<file path="src/rtl/mfence_pkg.sv">
package mfence_pkg;
  // Strobes from the grant control to the outstanding counter
  typedef struct packed {
    logic incr;  // one data access issued
    logic decr;  // one data access completed
  } ctrStrobe_t;
endpackage

</file>
<file path="src/rtl/mfence_ctr.sv">
module mfence_ctr
  import mfence_pkg::*;
#(
  parameter int CNT_W = 4
) (
  input  logic             clk,
  input  logic             rstN,
  input  ctrStrobe_t       stb,
  output logic [CNT_W-1:0] count,
  output logic             cntZero,
  output logic             cntFull
);
  localparam logic [CNT_W-1:0] CntMax = {CNT_W{1'b1}};
  localparam logic [CNT_W-1:0] CntOne = {{(CNT_W-1){1'b0}}, 1'b1};

  always_ff @(posedge clk) begin
    if (!rstN) begin
      count <= '0;
    end else begin
      unique case ({stb.incr, stb.decr})
        2'b10:   count <= count + CntOne;
        2'b01:   count <= count - CntOne;
        default: count <= count;
      endcase
    end
  end

  assign cntZero = (count == '0);
  assign cntFull = (count == CntMax);
endmodule

</file>
<file path="src/rtl/mfence_ctl.sv">
module mfence_ctl
  import mfence_pkg::*;
(
  input  logic       reqValid,
  input  logic       reqFence,
  input  logic       cmplPulse,
  input  logic       cntZero,
  input  logic       cntFull,
  output logic       issueGrant,
  output logic       stall,
  output ctrStrobe_t stb
);
  logic dataOk;
  logic fenceOk;

  always_comb begin
    dataOk     = reqValid && !reqFence && !cntFull;
    fenceOk    = reqValid && reqFence && cntZero;
    issueGrant = dataOk || fenceOk;
    stall      = reqValid && !issueGrant;
    stb.incr   = dataOk;
    stb.decr   = cmplPulse && !cntZero;
  end
endmodule

</file>
<file path="src/rtl/fence_tracker.sv">
module fence_tracker
  import mfence_pkg::*;
#(
  parameter int CNT_W = 4
) (
  input  logic clk,
  input  logic rstN,
  input  logic reqValid,
  input  logic reqFence,
  input  logic cmplPulse,
  output logic issueGrant,
  output logic stall
);
  ctrStrobe_t       ctrStb;
  logic [CNT_W-1:0] inFlight;
  logic             cntZero;
  logic             cntFull;

  mfence_ctl u_ctl (
    .reqValid  (reqValid),
    .reqFence  (reqFence),
    .cmplPulse (cmplPulse),
    .cntZero   (cntZero),
    .cntFull   (cntFull),
    .issueGrant(issueGrant),
    .stall     (stall),
    .stb       (ctrStb)
  );

  mfence_ctr #(.CNT_W(CNT_W)) u_ctr (
    .clk    (clk),
    .rstN   (rstN),
    .stb    (ctrStb),
    .count  (inFlight),
    .cntZero(cntZero),
    .cntFull(cntFull)
  );
endmodule

</file>
<file path="config.mk">
export PLATFORM = sky130hd
export DESIGN_NAME = fence_tracker
export DESIGN_NICKNAME = d
export VERILOG_FILES = /design/src/rtl/mfence_pkg.sv /design/src/rtl/mfence_ctr.sv /design/src/rtl/mfence_ctl.sv /design/src/rtl/fence_tracker.sv
export SDC_FILE = /design/constraint.sdc
export NUM_CORES = 1
export LEC_CHECK = 0
export CAP_MARGIN = 0
export CELL_PAD_IN_SITES_DETAIL_PLACEMENT = 0
export CELL_PAD_IN_SITES_GLOBAL_PLACEMENT = 1
export CORE_AREA = 2 2 39 41
export CTS_CLUSTER_SIZE = 30
export DETAILED_ROUTE_END_ITERATION = 8
export DIE_AREA = 0 0 41 43
export PLACE_DENSITY = 0.6
export SYNTH_ARGS = -nofsm -noshare
export SYNTH_HDL_FRONTEND = slang
export SYNTH_SLANG_ARGS = --single-unit
</file>
<file path="constraint.sdc">
create_clock -name clk -period 5.3 [get_ports clk]
set_input_delay 1.06 -clock clk [delete_from_list [all_inputs] [get_ports clk]]
set_output_delay 1.06 -clock clk [all_outputs]
set_load 0.005 [all_outputs]
</file>
==> impl_metrics.env, run 1 <==
export IMPL_power_total_w=0.000225
export IMPL_area_growth_syn_to_layout_pct=29.5
export IMPL_cp_start_kind="input port"
export IMPL_antenna_found_initial=0
export IMPL_drt_iter0_markers=0
export IMPL_r2r_start="u_ctr.count[2]"
export IMPL_largest_register="u_ctr.count"
export IMPL_min_from="u_ctr.count[3]"
export IMPL_die_area_sq_mm=0.00176
export IMPL_tightest_slew_ps=290
export IMPL_ys_seq_area_frac=0.248
export IMPL_viasPerCell=4.80
export IMPL_row_count=14
export IMPL_synth_area_sq_um=323
export IMPL_postCtsSetupRepairBufs=0
export IMPL_num_vias=288
export IMPL_hold_viol=0
export IMPL_setup_viol=0
export IMPL_worstPathRequired_ps=4240
export IMPL_synth_edf_count=0
export IMPL_final_util=0.302
export IMPL_grt_max_degree=9
export IMPL_drv_cap=0
export IMPL_cts_resized=0
export IMPL_status="finished clean"
export IMPL_seq_area_sq_um=80.1
export IMPL_cts_root_buf="clkbuf_4"
export IMPL_p_leak_nw=0.159
export IMPL_grt_overflow=0
export IMPL_grt_pass1_wl_um=876
export IMPL_worst_hold_path_num_cells=2
export IMPL_diodes=0
export IMPL_die_h_um=43
export IMPL_r2r_setup_slack_ps=3010
export IMPL_fillCellCount=149
export IMPL_period_share=0.659
export IMPL_wl_per_cell_um=9.87
export IMPL_initial_core_util=0.233
export IMPL_clock_sinks=4
export IMPL_power_density_mw_per_mm2=539
export IMPL_dieWidth_um=41
export IMPL_drt_pass1_iter_count=1
export IMPL_ys_seq_elements=4
export IMPL_synthMostInstantiatedCell="dfxtp_1"
export IMPL_largest_reg_flops=4
export IMPL_r2r_cells=9
export IMPL_postCtsHoldBufs=0
export IMPL_timing_fmax_mhz=286
export IMPL_drtAntennaViolNets=0
export IMPL_reg_largest_list="u_ctr.count: 4 flops"
export IMPL_multiInputGateArea_sq_um=235
export IMPL_synth_nets=44
export IMPL_core_area_sq_mm=0.00138
export IMPL_cts_buffers_inserted=3
export IMPL_postSynthCellCount=36
export IMPL_slew_headroom=0.806
export IMPL_end_kind="output pin"
export IMPL_synth_cell_type_count=21
export IMPL_setup_ws_ps=1800
export IMPL_synth_area_leaders="dfxtp_1 (25%), ha_1 (12%), mux2i_1 (6.2%)"
export IMPL_clkLatencyLatePin_ps=230
export IMPL_slew_violations=0
export IMPL_clkTransAtPathRegs_ps=40
export IMPL_crit_fanout=3
export IMPL_finalSetupTns_ps=0
export IMPL_layout_drive_gt1_share=0.0909
export IMPL_yosys_warnings=0
export IMPL_pre_cts_slack_ps=1800
export IMPL_hold_class="flop to flop"
export IMPL_endpoint="stall"
export IMPL_yosysTopAreaCell="dfxtp_1"
export IMPL_finalWeightedCongestion=0.595
export IMPL_r2r_end="u_ctr.count[2]"
export IMPL_fin_nets=54
export IMPL_synthTopCellsByCount="dfxtp_1 (4), ha_1 (3)"
export IMPL_routed_wl_um=592
export IMPL_vdd_drop_max_v=0.000205
export IMPL_async_flop_share=0
export IMPL_grt_util_all_layers=0.0792
export IMPL_finClkSkew_ps=2.31
export IMPL_io_pins=7
export IMPL_port_buffers=6
export IMPL_grt_pass1_vias=239
export IMPL_postSynthAreaPerCell_sq_um=8.97
export IMPL_rsz0062_at_grt="false"
export IMPL_synth_top_area_share=0.248
export IMPL_post_dp_hpwl_um=485
export IMPL_critPathArrivalTime_ps=2440
export IMPL_crit_type="input port to output pin"
export IMPL_max_clock_path_buffers=2
export IMPL_cts_tree="yes"
export IMPL_htreeDepth=1
export IMPL_post_route_min_period_ps=3500
export IMPL_synth_top_flop_cell="dfxtp_1"
export IMPL_drc=0
export IMPL_crit_start="reqFence"
==> worst min path at each step <==
stage	end	slack, ps
2_1_floorplan	u_ctr.count[3]	460
3_3_place_gp	u_ctr.count[3]	490
3_5_place_dp	u_ctr.count[3]	500
4_1_cts	u_ctr.count[3]	500
5_1_grt	u_ctr.count[3]	540
6_report	u_ctr.count[3]	490
==> stage by stage <==
stage          hold WS, ps  area [sq um]  std cells
2_1_floorplan          465           323         36
3_3_place_gp           489           395         57
3_5_place_dp           496           395         57
4_1_cts                501           418         60
5_1_grt                541           418         60
6_report               490           418         60
==> layout by cell type, fill, tap and decap left out <==
cell,synthesis,final
a211o_1,1,1
a21boi_1,1,1
a21oi_1,2,2
a21oi_2,1,1
a31oi_1,2,2
and2_1,1,1
clkbuf_4,0,3
clkdlybuf4s50_1,0,6
dfxtp_1,4,4
ha_1,3,3
mux2i_1,2,2
nand2_1,1,1
nand2b_1,2,2
nand3b_1,2,2
nand4_1,1,1
nor2b_1,2,2
nor3b_1,2,2
o21a_1,2,2
o21ai_0,1,1
or3_1,2,2
xnor2_1,1,1
xor2_1,2,2
==> kinds of logic after synthesis <==
| logic type | after synthesis | share of synthesized area |
|---|---|---|
| buffers and inverters | 1 | 0.0233 |
| adder cells (fa/ha/maj) | 3 | 0.116 |
| AND/OR/NAND/NOR | 13 | 0.260 |
| XOR/XNOR | 3 | 0.0814 |
| flip-flops | 4 | 0.248 |
| multiplexers | 2 | 0.0620 |
| AO/OA/AOI/OAI | 10 | 0.209 |
==> worst max-delay path: stages <==
cell             delay (ps)
clkdlybuf4s50_1         490
a21oi_1                  70
o21a_1                  200
nor2b_1                 100
clkdlybuf4s50_1         510
==> layer usage <==
metal  GRT usage  wire length [um]  up-vias
li1            -                 -      150
met1      0.0769               259      136
met2       0.116               320        2
met3      0.0314                12        0
met4      0.0800                 0        0
met5           0                 0        -
==> cell type report <==
type                    instances  share of cell area
well taps                      16              0.0479
clock buffers                   3              0.0539
repair buffers                  6               0.144
multi-input cells              31               0.563
flip-flops and latches          4               0.192
==> where the power goes <==
part / leakage, nW / switching (W) / internal [W] / total, W
Combinational: 0.113 / 0.0000560 / 0.0000669 / 0.000123
Sequential: 0.0327 / 0.0000225 / 0.0000435 / 0.0000660
Clock: 0.0138 / 0.0000111 / 0.0000252 / 0.0000363
No activity file was read; power rests on OpenSTA's default activity.
==> inputs of run 2 (changes only) <==
--- a/config.mk
+++ b/config.mk
@@ -12,7 +12,7 @@
 export CTS_CLUSTER_SIZE = 30
 export DETAILED_ROUTE_END_ITERATION = 8
 export DIE_AREA = 0 0 41 43
-export PLACE_DENSITY = 0.6
+export PLACE_DENSITY = 0.62
 export SYNTH_ARGS = -nofsm -noshare
 export SYNTH_HDL_FRONTEND = slang
 export SYNTH_SLANG_ARGS = --single-unit
==> constraint.sdc (replaced) <==
create_clock -name clk -period 2.8 [get_ports clk]
set_input_delay 0.56 -clock clk [delete_from_list [all_inputs] [get_ports clk]]
set_output_delay 0.56 -clock clk [all_outputs]
set_load 0.005 [all_outputs]
==> impl_metrics.env, run 2 (same netlist as run 1, synthesis figures left out) <==
export IMPL_path_cells="clkdlybuf4s50_1 > a21oi_1 > o21a_1 > nor2b_1 > clkdlybuf4s50_1"
export IMPL_postCtsSetupRepairBufs=0
export IMPL_area_growth_syn_to_layout_pct=29.5
export IMPL_hold_viol=0
export IMPL_setup_viol=0
export IMPL_setup_ws_ps=297
export IMPL_postCtsHoldBufs=0
export IMPL_clkLatencyLatePin_ps=230
export IMPL_max_stage_delay_ps=500
export IMPL_io_pins=7
export IMPL_worst_hold_path_num_cells=2
export IMPL_fin_nets=54
export IMPL_sequentialPowerShare=0.303
export IMPL_drv_cap=0
export IMPL_power_total_w=0.000423
export IMPL_drc=0
export IMPL_antenna_found_initial=0
export IMPL_slew_headroom=0.803
export IMPL_die_h_um=43
export IMPL_fillCellCount=160
export IMPL_slowest_stage="clkdlybuf4s50_1"
export IMPL_power_density_mw_per_mm2=1010
export IMPL_slew_violations=0
export IMPL_timing_fmax_mhz=400
export IMPL_grt_pass1_vias=266
export IMPL_critPathTopFamily="buffers and inverters"
export IMPL_drtAntennaViolNets=0
export IMPL_drt_pass1_iter_count=2
export IMPL_largest_reg_flops=4
export IMPL_viasPerCell=4.83
export IMPL_wl_per_cell_um=10.2
export IMPL_p_leak_nw=0.159
export IMPL_status="finished clean"
export IMPL_final_common_cell="clkdlybuf4s50_1"
export IMPL_core_area_sq_mm=0.00138
export IMPL_r2r_setup_slack_ps=510
export IMPL_power_frac_clock=0.167
export IMPL_clock_sinks=4
export IMPL_tightest_slew_ps=295
export IMPL_path_depth=5
export IMPL_cts_tree="yes"
export IMPL_layout_drive_gt1_share=0.0909
export IMPL_power_share_switching=0.397
export IMPL_cts_buffers_inserted=3
export IMPL_dieWidth_um=41
export IMPL_hold_class="flop to flop"
export IMPL_grt_max_degree=9
export IMPL_routed_wl_um=610
export IMPL_port_buffers=6
export IMPL_pre_cts_slack_ps=260
export IMPL_post_dp_hpwl_um=436
export IMPL_finalSetupTns_ps=0
export IMPL_rsz0062_at_grt="false"
export IMPL_end_kind="output pin"
export IMPL_switchingPower_w=0.000168
export IMPL_diodes=0
export IMPL_internal_power_w=0.000255
export IMPL_critPathArrivalTime_ps=1940
export IMPL_final_util=0.302
export IMPL_largest_register="u_ctr.count"
export IMPL_row_count=14
export IMPL_critPathBufInv=2
export IMPL_post_route_min_period_ps=2500
export IMPL_clkTransAtPathRegs_ps=30
export IMPL_vdd_drop_max_v=0.000378
export IMPL_finalWeightedCongestion=0.692
export IMPL_initial_core_util=0.233
export IMPL_place_inst=57
export IMPL_grt_pass1_wl_um=1030
export IMPL_htreeDepth=1
export IMPL_drt_iter0_markers=1
export IMPL_crit_top_cell="clkdlybuf4s50_1"
export IMPL_die_area_sq_mm=0.00176
export IMPL_max_clock_path_buffers=2
export IMPL_reg_largest_list="u_ctr.count: 4 flops"
export IMPL_num_vias=290
export IMPL_crit_fanout=3
export IMPL_stdcell_count=60
export IMPL_cts_root_buf="clkbuf_4"
export IMPL_cp_start_kind="input port"
export IMPL_cts_resized=0
export IMPL_combinationalPowerShare=0.529
export IMPL_grt_overflow=0
export IMPL_crit_type="input port to output pin"
export IMPL_r2r_cells=9
export IMPL_grt_util_all_layers=0.0894
export IMPL_worstPathRequired_ps=2240
export IMPL_period_share=0.894
export IMPL_finClkSkew_ps=4.80
export IMPL_final_cell_mix="clkdlybuf4s50_1 (6), dfxtp_1 (4), ha_1 (3), clkbuf_4 (3)"
==> run 2: cell counts in the layout (fill, tap and decap cells not counted) <==
Identical to the previous run, type by type.
==> run 2: metrics by stage <==
step,instance area (sq um),hold WS [ps]
after CTS,418,513
after global routing,418,547
after detailed placement,395,509
final,418,510
after global placement,395,494
after floorplan,323,465
==> run 2: layer usage <==
metal / GRT usage / routed length (um) / vias to the layer above
met1: 0.103 / 294 / 133
met4: 0.0800 / 17 / 0
met2: 0.122 / 280 / 5
li1: - / - / 150
met3: 0.0314 / 19 / 2
met5: 0 / 0 / -
==> run 2: worst paths after layout <==
kind / start / endpoint
worst max-delay path: reqFence / stall
worst min-delay path: u_ctr.count[3] / u_ctr.count[3]
worst max register to register: u_ctr.count[2] / u_ctr.count[2]
worst min register to register: u_ctr.count[3] / u_ctr.count[3]
==> run 2: worst min-delay path: stages, from the launching register on <==
cell,delay [ps]
dfxtp_1,330
nand2_1,70
mux2i_1,60
==> run 2: layout make-up <==
cell class | instances | area [sq um] | area share
clock buffer | 3 | 22.5 | 0.0539
multi-input combinational | 31 | 235 | 0.563
sequential | 4 | 80.1 | 0.192
tap | 16 | 20.0 | 0.0479
timing repair buffer | 6 | 60.1 | 0.144
==> run 2: power by group through the flow <==
stage	Clock (W)	Combinational, W	Sequential [W]
after detailed placement	0	0.000225	0.000129
after global routing	0.0000787	0.000259	0.000134
after floorplan	0	0.000205	0.000104
final	0.0000708	0.000224	0.000128
after CTS	0.0000746	0.000227	0.000128
after global placement	0	0.000226	0.000132
